===== src/rtl/fgp_pkg.sv =====
package fgp_pkg;

   typedef enum logic [1:0] {
      PG_SMALL = 2'd0,
      PG_MID   = 2'd1,
      PG_LARGE = 2'd2
   } pg_kind_e;

   typedef enum logic [2:0] {
      S_PROBE      = 3'd0,
      S_PROBE_WAIT = 3'd1,
      S_IDLE       = 3'd2,
      S_HDR        = 3'd3,
      S_HDR_WAIT   = 3'd4
   } probe_state_e;

endpackage


===== src/rtl/fgp_density.sv =====
module fgp_density
   import fgp_pkg::*;
#(
   parameter int CODE_W   = 3,
   parameter int MID_CODE = 5,
   parameter int TOP_CODE = 7
) (
   input  logic [CODE_W-1:0] code,
   output pg_kind_e          kind
);

   localparam int CODE_MAX = (1 << CODE_W) - 1;

   initial begin
      assert (MID_CODE < TOP_CODE && TOP_CODE <= CODE_MAX)
         else $error("fgp_density: thresholds out of range");
   end

   always_comb begin
      if (int'(code) < MID_CODE)
         kind = PG_SMALL;
      else if (int'(code) < TOP_CODE)
         kind = PG_MID;
      else
         kind = PG_LARGE;
   end

endmodule


===== src/rtl/fgp_hdr_pack.sv =====
module fgp_hdr_pack
   import fgp_pkg::*;
#(
   parameter int         PAGE_W     = 13,
   parameter int         BASE_OFF_W = 9,
   parameter int         ADDR_W     = 24,
   parameter logic [7:0] OPCODE     = 8'hD2,
   localparam int        N_KIND     = 3,
   localparam int        OFF_W      = BASE_OFF_W + N_KIND - 1
) (
   input  pg_kind_e            kind,
   input  logic [PAGE_W-1:0]   page,
   input  logic [OFF_W-1:0]    offset,
   output logic [ADDR_W+7:0]   hdr
);

   initial begin
      assert (PAGE_W + OFF_W <= ADDR_W)
         else $error("fgp_hdr_pack: page and offset do not fit the address");
   end

   logic [ADDR_W-1:0] cand [N_KIND];
   logic [ADDR_W-1:0] addr;

   for (genvar k = 0; k < N_KIND; k++) begin : g_layout
      assign cand[k] = ADDR_W'({page, offset[BASE_OFF_W+k-1:0]});
   end

   always_comb begin
      case (kind)
         PG_MID:   addr = cand[1];
         PG_LARGE: addr = cand[2];
         default:  addr = cand[0];
      endcase
   end

   assign hdr = {OPCODE, addr};

endmodule


===== src/rtl/fgp_spi_shift.sv =====
module fgp_spi_shift #(
   parameter int  HALF_DIV = 2,
   parameter int  FRAME_W  = 32,
   parameter int  RX_W     = 8,
   localparam int CNT_W    = $clog2(FRAME_W + 1),
   localparam int DIV_W    = (HALF_DIV > 1) ? $clog2(HALF_DIV) : 1
) (
   input  logic               clk,
   input  logic               rst_n,
   input  logic               go,
   input  logic [CNT_W-1:0]   nbits,
   input  logic [FRAME_W-1:0] tx,
   input  logic               miso,
   output logic               sck,
   output logic               cs_n,
   output logic               mosi,
   output logic [RX_W-1:0]    rx,
   output logic               done
);

   initial begin
      assert (HALF_DIV >= 1) else $error("fgp_spi_shift: HALF_DIV must be at least 1");
      assert (RX_W >= 2 && RX_W <= FRAME_W) else $error("fgp_spi_shift: bad RX_W");
   end

   logic               active;
   logic               tick;
   logic [FRAME_W-1:0] sh;
   logic [CNT_W-1:0]   left;

   if (HALF_DIV == 1) begin : g_nodiv
      assign tick = active;
   end else begin : g_div
      logic [DIV_W-1:0] div_q;
      always_ff @(posedge clk or negedge rst_n) begin
         if (!rst_n)
            div_q <= '0;
         else if (!active || div_q == DIV_W'(HALF_DIV - 1))
            div_q <= '0;
         else
            div_q <= div_q + 1'b1;
      end
      assign tick = active && (div_q == DIV_W'(HALF_DIV - 1));
   end

   always_ff @(posedge clk or negedge rst_n) begin
      if (!rst_n) begin
         active <= 1'b0;
         cs_n   <= 1'b1;
         sck    <= 1'b0;
         sh     <= '0;
         left   <= '0;
         rx     <= '0;
         done   <= 1'b0;
      end else begin
         done <= 1'b0;
         if (!active) begin
            if (go) begin
               active <= 1'b1;
               cs_n   <= 1'b0;
               sh     <= tx;
               left   <= nbits;
            end
         end else if (tick) begin
            if (!sck) begin
               sck <= 1'b1;
               rx  <= {rx[RX_W-2:0], miso};
            end else begin
               sck <= 1'b0;
               if (left == CNT_W'(1)) begin
                  active <= 1'b0;
                  cs_n   <= 1'b1;
                  done   <= 1'b1;
               end else begin
                  sh   <= {sh[FRAME_W-2:0], 1'b0};
                  left <= left - 1'b1;
               end
            end
         end
      end
   end

   assign mosi = active & sh[FRAME_W-1];

   AST_SCK_PARK_LOW: assert property (@(posedge clk) disable iff (!rst_n)
      cs_n |-> !sck);
   AST_MOSI_HOLD_HIGH: assert property (@(posedge clk) disable iff (!rst_n)
      (!cs_n && sck && $past(!cs_n && sck)) |-> $stable(mosi));

endmodule


===== src/rtl/flash_geom_probe.sv =====
module flash_geom_probe
   import fgp_pkg::*;
#(
   parameter int         PAGE_W     = 13,
   parameter int         BASE_OFF_W = 9,
   parameter int         BASE_PAGE  = 264,
   parameter int         HALF_DIV   = 2,
   parameter logic [7:0] STAT_OPC   = 8'hD7,
   parameter logic [7:0] READ_OPC   = 8'hD2,
   localparam int        OFF_W      = BASE_OFF_W + 2,
   localparam int        ADDR_W     = 24,
   localparam int        FRAME_W    = ADDR_W + 8,
   localparam int        NB_W       = $clog2(FRAME_W + 1),
   localparam int        CODE_W     = 3,
   localparam int        CODE_LSB   = 3,
   localparam int        RDY_BIT    = 7
) (
   input  logic              clk,
   input  logic              rst_n,
   input  logic              req_start,
   input  logic [PAGE_W-1:0] req_page,
   input  logic [OFF_W-1:0]  req_byte,
   output logic              busy,
   output logic              done,
   output logic              err,
   output logic              ready,
   output logic [OFF_W-1:0]  page_bytes,
   output logic [CODE_W-1:0] density,
   output logic              spi_sck,
   output logic              spi_cs_n,
   output logic              spi_mosi,
   input  logic              spi_miso
);

   initial begin
      assert (BASE_PAGE > (1 << (BASE_OFF_W - 1)) && BASE_PAGE <= (1 << BASE_OFF_W))
         else $error("flash_geom_probe: BASE_PAGE does not match BASE_OFF_W");
   end

   probe_state_e         state_q;
   logic                 ready_q;
   logic [CODE_W-1:0]    dens_q;
   pg_kind_e             kind_q;
   logic [FRAME_W-1:0]   hdr_q;
   logic                 done_q;
   logic                 err_q;

   logic                 eng_go;
   logic [NB_W-1:0]      eng_nbits;
   logic [FRAME_W-1:0]   eng_tx;
   logic [7:0]           eng_rx;
   logic                 eng_done;
   logic [CODE_W-1:0]    dec_code;
   pg_kind_e             dec_kind;
   logic [FRAME_W-1:0]   pack_hdr;
   logic [OFF_W-1:0]     pb;
   logic                 unused_stat;

   assign dec_code    = eng_rx[CODE_LSB +: CODE_W];
   assign unused_stat = ^{eng_rx[6], eng_rx[2:0]};
   assign pb          = OFF_W'(BASE_PAGE) << kind_q;

   fgp_density #(
      .CODE_W   (CODE_W),
      .MID_CODE (5),
      .TOP_CODE (7)
   ) i_density (
      .code (dec_code),
      .kind (dec_kind)
   );

   fgp_hdr_pack #(
      .PAGE_W     (PAGE_W),
      .BASE_OFF_W (BASE_OFF_W),
      .ADDR_W     (ADDR_W),
      .OPCODE     (READ_OPC)
   ) i_pack (
      .kind   (kind_q),
      .page   (req_page),
      .offset (req_byte),
      .hdr    (pack_hdr)
   );

   assign eng_go    = (state_q == S_PROBE) || (state_q == S_HDR);
   assign eng_nbits = (state_q == S_HDR) ? NB_W'(FRAME_W) : NB_W'(16);
   assign eng_tx    = (state_q == S_HDR) ? hdr_q : {STAT_OPC, {(FRAME_W-8){1'b0}}};

   fgp_spi_shift #(
      .HALF_DIV (HALF_DIV),
      .FRAME_W  (FRAME_W),
      .RX_W     (8)
   ) i_shift (
      .clk   (clk),
      .rst_n (rst_n),
      .go    (eng_go),
      .nbits (eng_nbits),
      .tx    (eng_tx),
      .miso  (spi_miso),
      .sck   (spi_sck),
      .cs_n  (spi_cs_n),
      .mosi  (spi_mosi),
      .rx    (eng_rx),
      .done  (eng_done)
   );

   always_ff @(posedge clk or negedge rst_n) begin
      if (!rst_n) begin
         state_q <= S_PROBE;
         ready_q <= 1'b0;
         dens_q  <= '0;
         kind_q  <= PG_SMALL;
         hdr_q   <= '0;
         done_q  <= 1'b0;
         err_q   <= 1'b0;
      end else begin
         done_q <= 1'b0;
         err_q  <= 1'b0;
         case (state_q)
            S_PROBE: state_q <= S_PROBE_WAIT;
            S_PROBE_WAIT: begin
               if (eng_done) begin
                  if (eng_rx[RDY_BIT]) begin
                     dens_q  <= dec_code;
                     kind_q  <= dec_kind;
                     ready_q <= 1'b1;
                     state_q <= S_IDLE;
                  end else begin
                     state_q <= S_PROBE;
                  end
               end
            end
            S_IDLE: begin
               if (req_start) begin
                  if (req_byte >= pb) begin
                     done_q <= 1'b1;
                     err_q  <= 1'b1;
                  end else begin
                     hdr_q   <= pack_hdr;
                     state_q <= S_HDR;
                  end
               end
            end
            S_HDR: state_q <= S_HDR_WAIT;
            S_HDR_WAIT: begin
               if (eng_done) begin
                  done_q  <= 1'b1;
                  state_q <= S_IDLE;
               end
            end
            default: state_q <= S_PROBE;
         endcase
      end
   end

   assign busy       = (state_q != S_IDLE);
   assign done       = done_q;
   assign err        = err_q;
   assign ready      = ready_q;
   assign page_bytes = pb;
   assign density    = dens_q;

   AST_ERR_NO_SELECT: assert property (@(posedge clk) disable iff (!rst_n)
      err_q |-> spi_cs_n);
   AST_READY_STICKY: assert property (@(posedge clk) disable iff (!rst_n)
      $past(ready_q) |-> ready_q);
   AST_GEOM_FROZEN: assert property (@(posedge clk) disable iff (!rst_n)
      (ready_q && $past(ready_q)) |-> ($stable(dens_q) && $stable(pb)));
   AST_NO_READ_UNREADY: assert property (@(posedge clk) disable iff (!rst_n)
      !ready_q |-> (state_q == S_PROBE || state_q == S_PROBE_WAIT));
   AST_DONE_IN_IDLE: assert property (@(posedge clk) disable iff (!rst_n)
      done_q |-> (state_q == S_IDLE));

endmodule


===== config.mk =====
export PLATFORM = sky130hd
export DESIGN_NAME = flash_geom_probe
export DESIGN_NICKNAME = d
export VERILOG_FILES = /design/src/rtl/fgp_pkg.sv /design/src/rtl/fgp_density.sv /design/src/rtl/fgp_hdr_pack.sv /design/src/rtl/fgp_spi_shift.sv /design/src/rtl/flash_geom_probe.sv
export SDC_FILE = /design/constraint.sdc
export NUM_CORES = 1
export LEC_CHECK = 0
export BUFFER_PORTS_ARGS = -buffer_cell sky130_fd_sc_hd__clkbuf_2
export CORE_MARGIN = 8
export CORE_UTILIZATION = 30
export CTS_BUF_LIST = sky130_fd_sc_hd__clkbuf_16
export CTS_CLUSTER_DIAMETER = 30
export DETAILED_ROUTE_END_ITERATION = 10
export GPL_TIMING_DRIVEN = 0
export PLACE_DENSITY = 0.45
export SYNTH_ARGS = -nofsm -noshare
export SYNTH_HDL_FRONTEND = slang
export SYNTH_SLANG_ARGS = --single-unit

===== constraint.sdc =====
create_clock -name clk -period 3.05 [get_ports clk]
set_input_delay 0.61 -clock clk [delete_from_list [all_inputs] [get_ports clk]]
set_output_delay 0.61 -clock clk [all_outputs]
set_load 0.005 [all_outputs]

==> results.cfg <==
[outcome]
outcome = finished clean

[cts]
cts_buffer_depth = 2
postCtsHoldBufs = 0
clock_latency_ns = 0.33
cts.clk_slew.worst_paths_ns = 0.06
cts_root_buf = clkbuf_16
clock_sinks = 87
cts_inserted_buffers = 9
cts_tree = yes
h-tree-depth = 3

[critical_path]
cp_num_buf_inv = 4
cp_max_fo = 10
worst_setup_path_end_kind = register
worstPathCellList = inv_1 > ha_4 > clkbuf_4 > inv_1 > ha_1 > and4b_1 > a31oi_2 > o221ai_4 > nor2_4 > buf_6 > mux2_4
required_ns = 3.26
reg2reg_slack_ns = 0.13
path_class = reg2reg
slowest_stage = dfrtp_2
r2r_end = hdr_q[8]$_DFFE_PN0P_
crit_family = buffers and inverters
max_stage_delay_ns = 0.46
ff2ff_path_depth = 11
start_kind = register
arrival_ns = 3.13
r2r_start = kind_q[0]$_DFFE_PN0P_
crit_top_cell = inv_1

[yosys]
ys_seq_area_frac = 0.513
yosysUniqueCellTypes = 52
ys.flop_type = dfrtp_1
ys_warn_count = 0
synthArstFlopShare = 1.00
avgSynthCellArea_um2 = 10.7
synth_cells = 396
synth_area_um2 = 4250
synth_seq_cells = 87
synth-edff-count = 0

[sta]
setup_violations = 0
hold_viol_final = 0
slew_headroom = 0.509
slew_viol_final = 0
worst_pin_slew_ns = 0.727
whs_ns = 0.254
period_share = 0.956
fin_crit_ns = 2.92
rsz0062_at_grt = no
skew_ns = 0.00408
fmax_ghz = 0.343

[floorplan]
std_cell_rows = 43
die-area_um2 = 18200
chipWidth_um = 135
core_um2 = 13900
ioPinCount = 49
dieHeight_um = 135
initial_utilization = 0.306

[finish]
multi_input_area_um2 = 1940
drive_gt1_frac = 0.259
final_common_cell = dfrtp_1
post-route-cell-area_um2 = 5050
area_delta_synth_final_pct = 18.9
final_cell_mix = 85 x dfrtp_1, 76 x nor2_1, 43 x clkbuf_2
fillers = 1450
diodes = 0
final_nets = 499
seq_area_um2 = 2180

[global_route]
gr-usage-all-layers = 0.115
grt_pass1_wl_mm = 16.9
grt_use_met3 = 0.0197
grt-ovfl-total = 0
grt_max_degree = 59
grt_pass1_vias = 3218
grt_use_met2 = 0.179
antenna_found_initial = 0
top_usage_layer = met2
globalRouteMet1Util = 0.156

[pwr]
vdd_drop_max_uv = 286
leakagePower_nw = 2.30
p_total_mw = 3.52
powerDensity_nw_per_um2 = 698

[place]
hpwl_mm = 7.31
gp_congestion = 0.773
io_buffers = 44
dpl_cell_area_um2 = 4730

[detailed_routing]
num_vias = 3113
first_pass_iters = 4
drtAntennaViolNets = 0
routed_wl_mm = 10.1
drc_errors = 0
drtIter0Drc = 165
viasPerCell = 4.87
wl_per_cell_um = 15.8

[min_path]
worstHoldPathType = in2async

[job]
drv_cap = 0
[sequential cells by signal, indices dropped and copies added (netlist names), 2 cells and up]
| signal | cells |
|---|---|
| density | 3 |
| hdr_q | 25 |
| i_shift.left | 6 |
| i_shift.rx | 8 |
| i_shift.sh | 32 |
| kind_q | 2 |
| state_q | 3 |
[per-layer routing]
metal / vias up / wire [um]
met5: - / 0
met4: 0 / 128
met3: 9 / 235
met2: 46 / 4700
met1: 1537 / 5030
li1: 1521 / -
[power breakdown]
| part | internal [mW] | total, mW | switching (mW) |
|---|---|---|---|
| Sequential | 1.48 | 1.69 | 0.212 |
| Combinational | 0.387 | 0.899 | 0.512 |
| Clock | 0.528 | 0.934 | 0.406 |
[cell usage after synthesis, types with 3 or more instances]
master / instances / area (um^2)
a22o_1: 4 / 35.0
xor2_1: 3 / 26.3
a221oi_1: 24 / 210
buf_4: 7 / 52.6
o21ai_0: 15 / 75.1
ha_1: 15 / 188
a31oi_1: 6 / 37.5
nor2_1: 76 / 285
a21oi_1: 21 / 105
inv_1: 10 / 37.5
nand2_1: 20 / 75.1
dfrtp_1: 86 / 2150
nand3_1: 4 / 20.0
a22oi_1: 11 / 82.6
mux2_4: 19 / 285
mux2_2: 12 / 135
buf_2: 7 / 35.0
nand2b_1: 3 / 18.8
clkbuf_1: 12 / 45.0
[logic make-up after synthesis]
group | Yosys count | share of synthesized area
other | 1 | 0.000883
XOR/XNOR | 4 | 0.00825
multiplexers | 32 | 0.102
adder cells (fa/ha/maj) | 15 | 0.0442
buffers and inverters | 39 | 0.0463
AO/OA/AOI/OAI | 94 | 0.153
AND/OR/NAND/NOR | 124 | 0.133
flip-flops | 87 | 0.513
[timing repair]
item | 4_1_cts | 5_1_grt
gates resized for setup | 9 | 6
pin swaps | 0 | 1
setup buffers | 0 | 1
endpoints found under the setup margin | 24 | 20
[worst max-delay path by stage]
stage,start,endpoint,slack (ns),cells after the start
5_1_grt,kind_q[0]$_DFFE_PN0P_,hdr_q[9]$_DFFE_PN0P_,0.02,11
4_1_cts,kind_q[1]$_DFFE_PN0P_,hdr_q[8]$_DFFE_PN0P_,0.02,11
6_report,kind_q[0]$_DFFE_PN0P_,hdr_q[8]$_DFFE_PN0P_,0.13,11
3_3_place_gp,kind_q[1]$_DFFE_PN0P_,hdr_q[10]$_DFFE_PN0P_,-0.30,11
3_5_place_dp,kind_q[0]$_DFFE_PN0P_,hdr_q[8]$_DFFE_PN0P_,-0.38,11
2_1_floorplan,kind_q[0]$_DFFE_PN0P_,hdr_q[10]$_DFFE_PN0P_,0.27,11
[area by class of cell]
class / instances / area share
Sequential cell: 87 / 0.432
Buffer: 29 / 0.0330
Clock inverter: 5 / 0.00372
Timing Repair Buffer: 46 / 0.0511
Clock buffer: 9 / 0.0446
Inverter: 10 / 0.00743
Multi-Input combinational cell: 273 / 0.384
Tap cell: 180 / 0.0446
[metrics by stage]
step,setup WS [ns],std cells,TNS [ns],utilization
floorplan,0.266,399,0,-
global placement,-0.300,623,-5.96,0.339
detailed placement,-0.377,624,-7.60,0.341
CTS,0.0155,638,0,0.361
global route,0.0181,639,0,0.364
finish,0.135,639,0,0.364
Power figures use the tool's default switching activity.
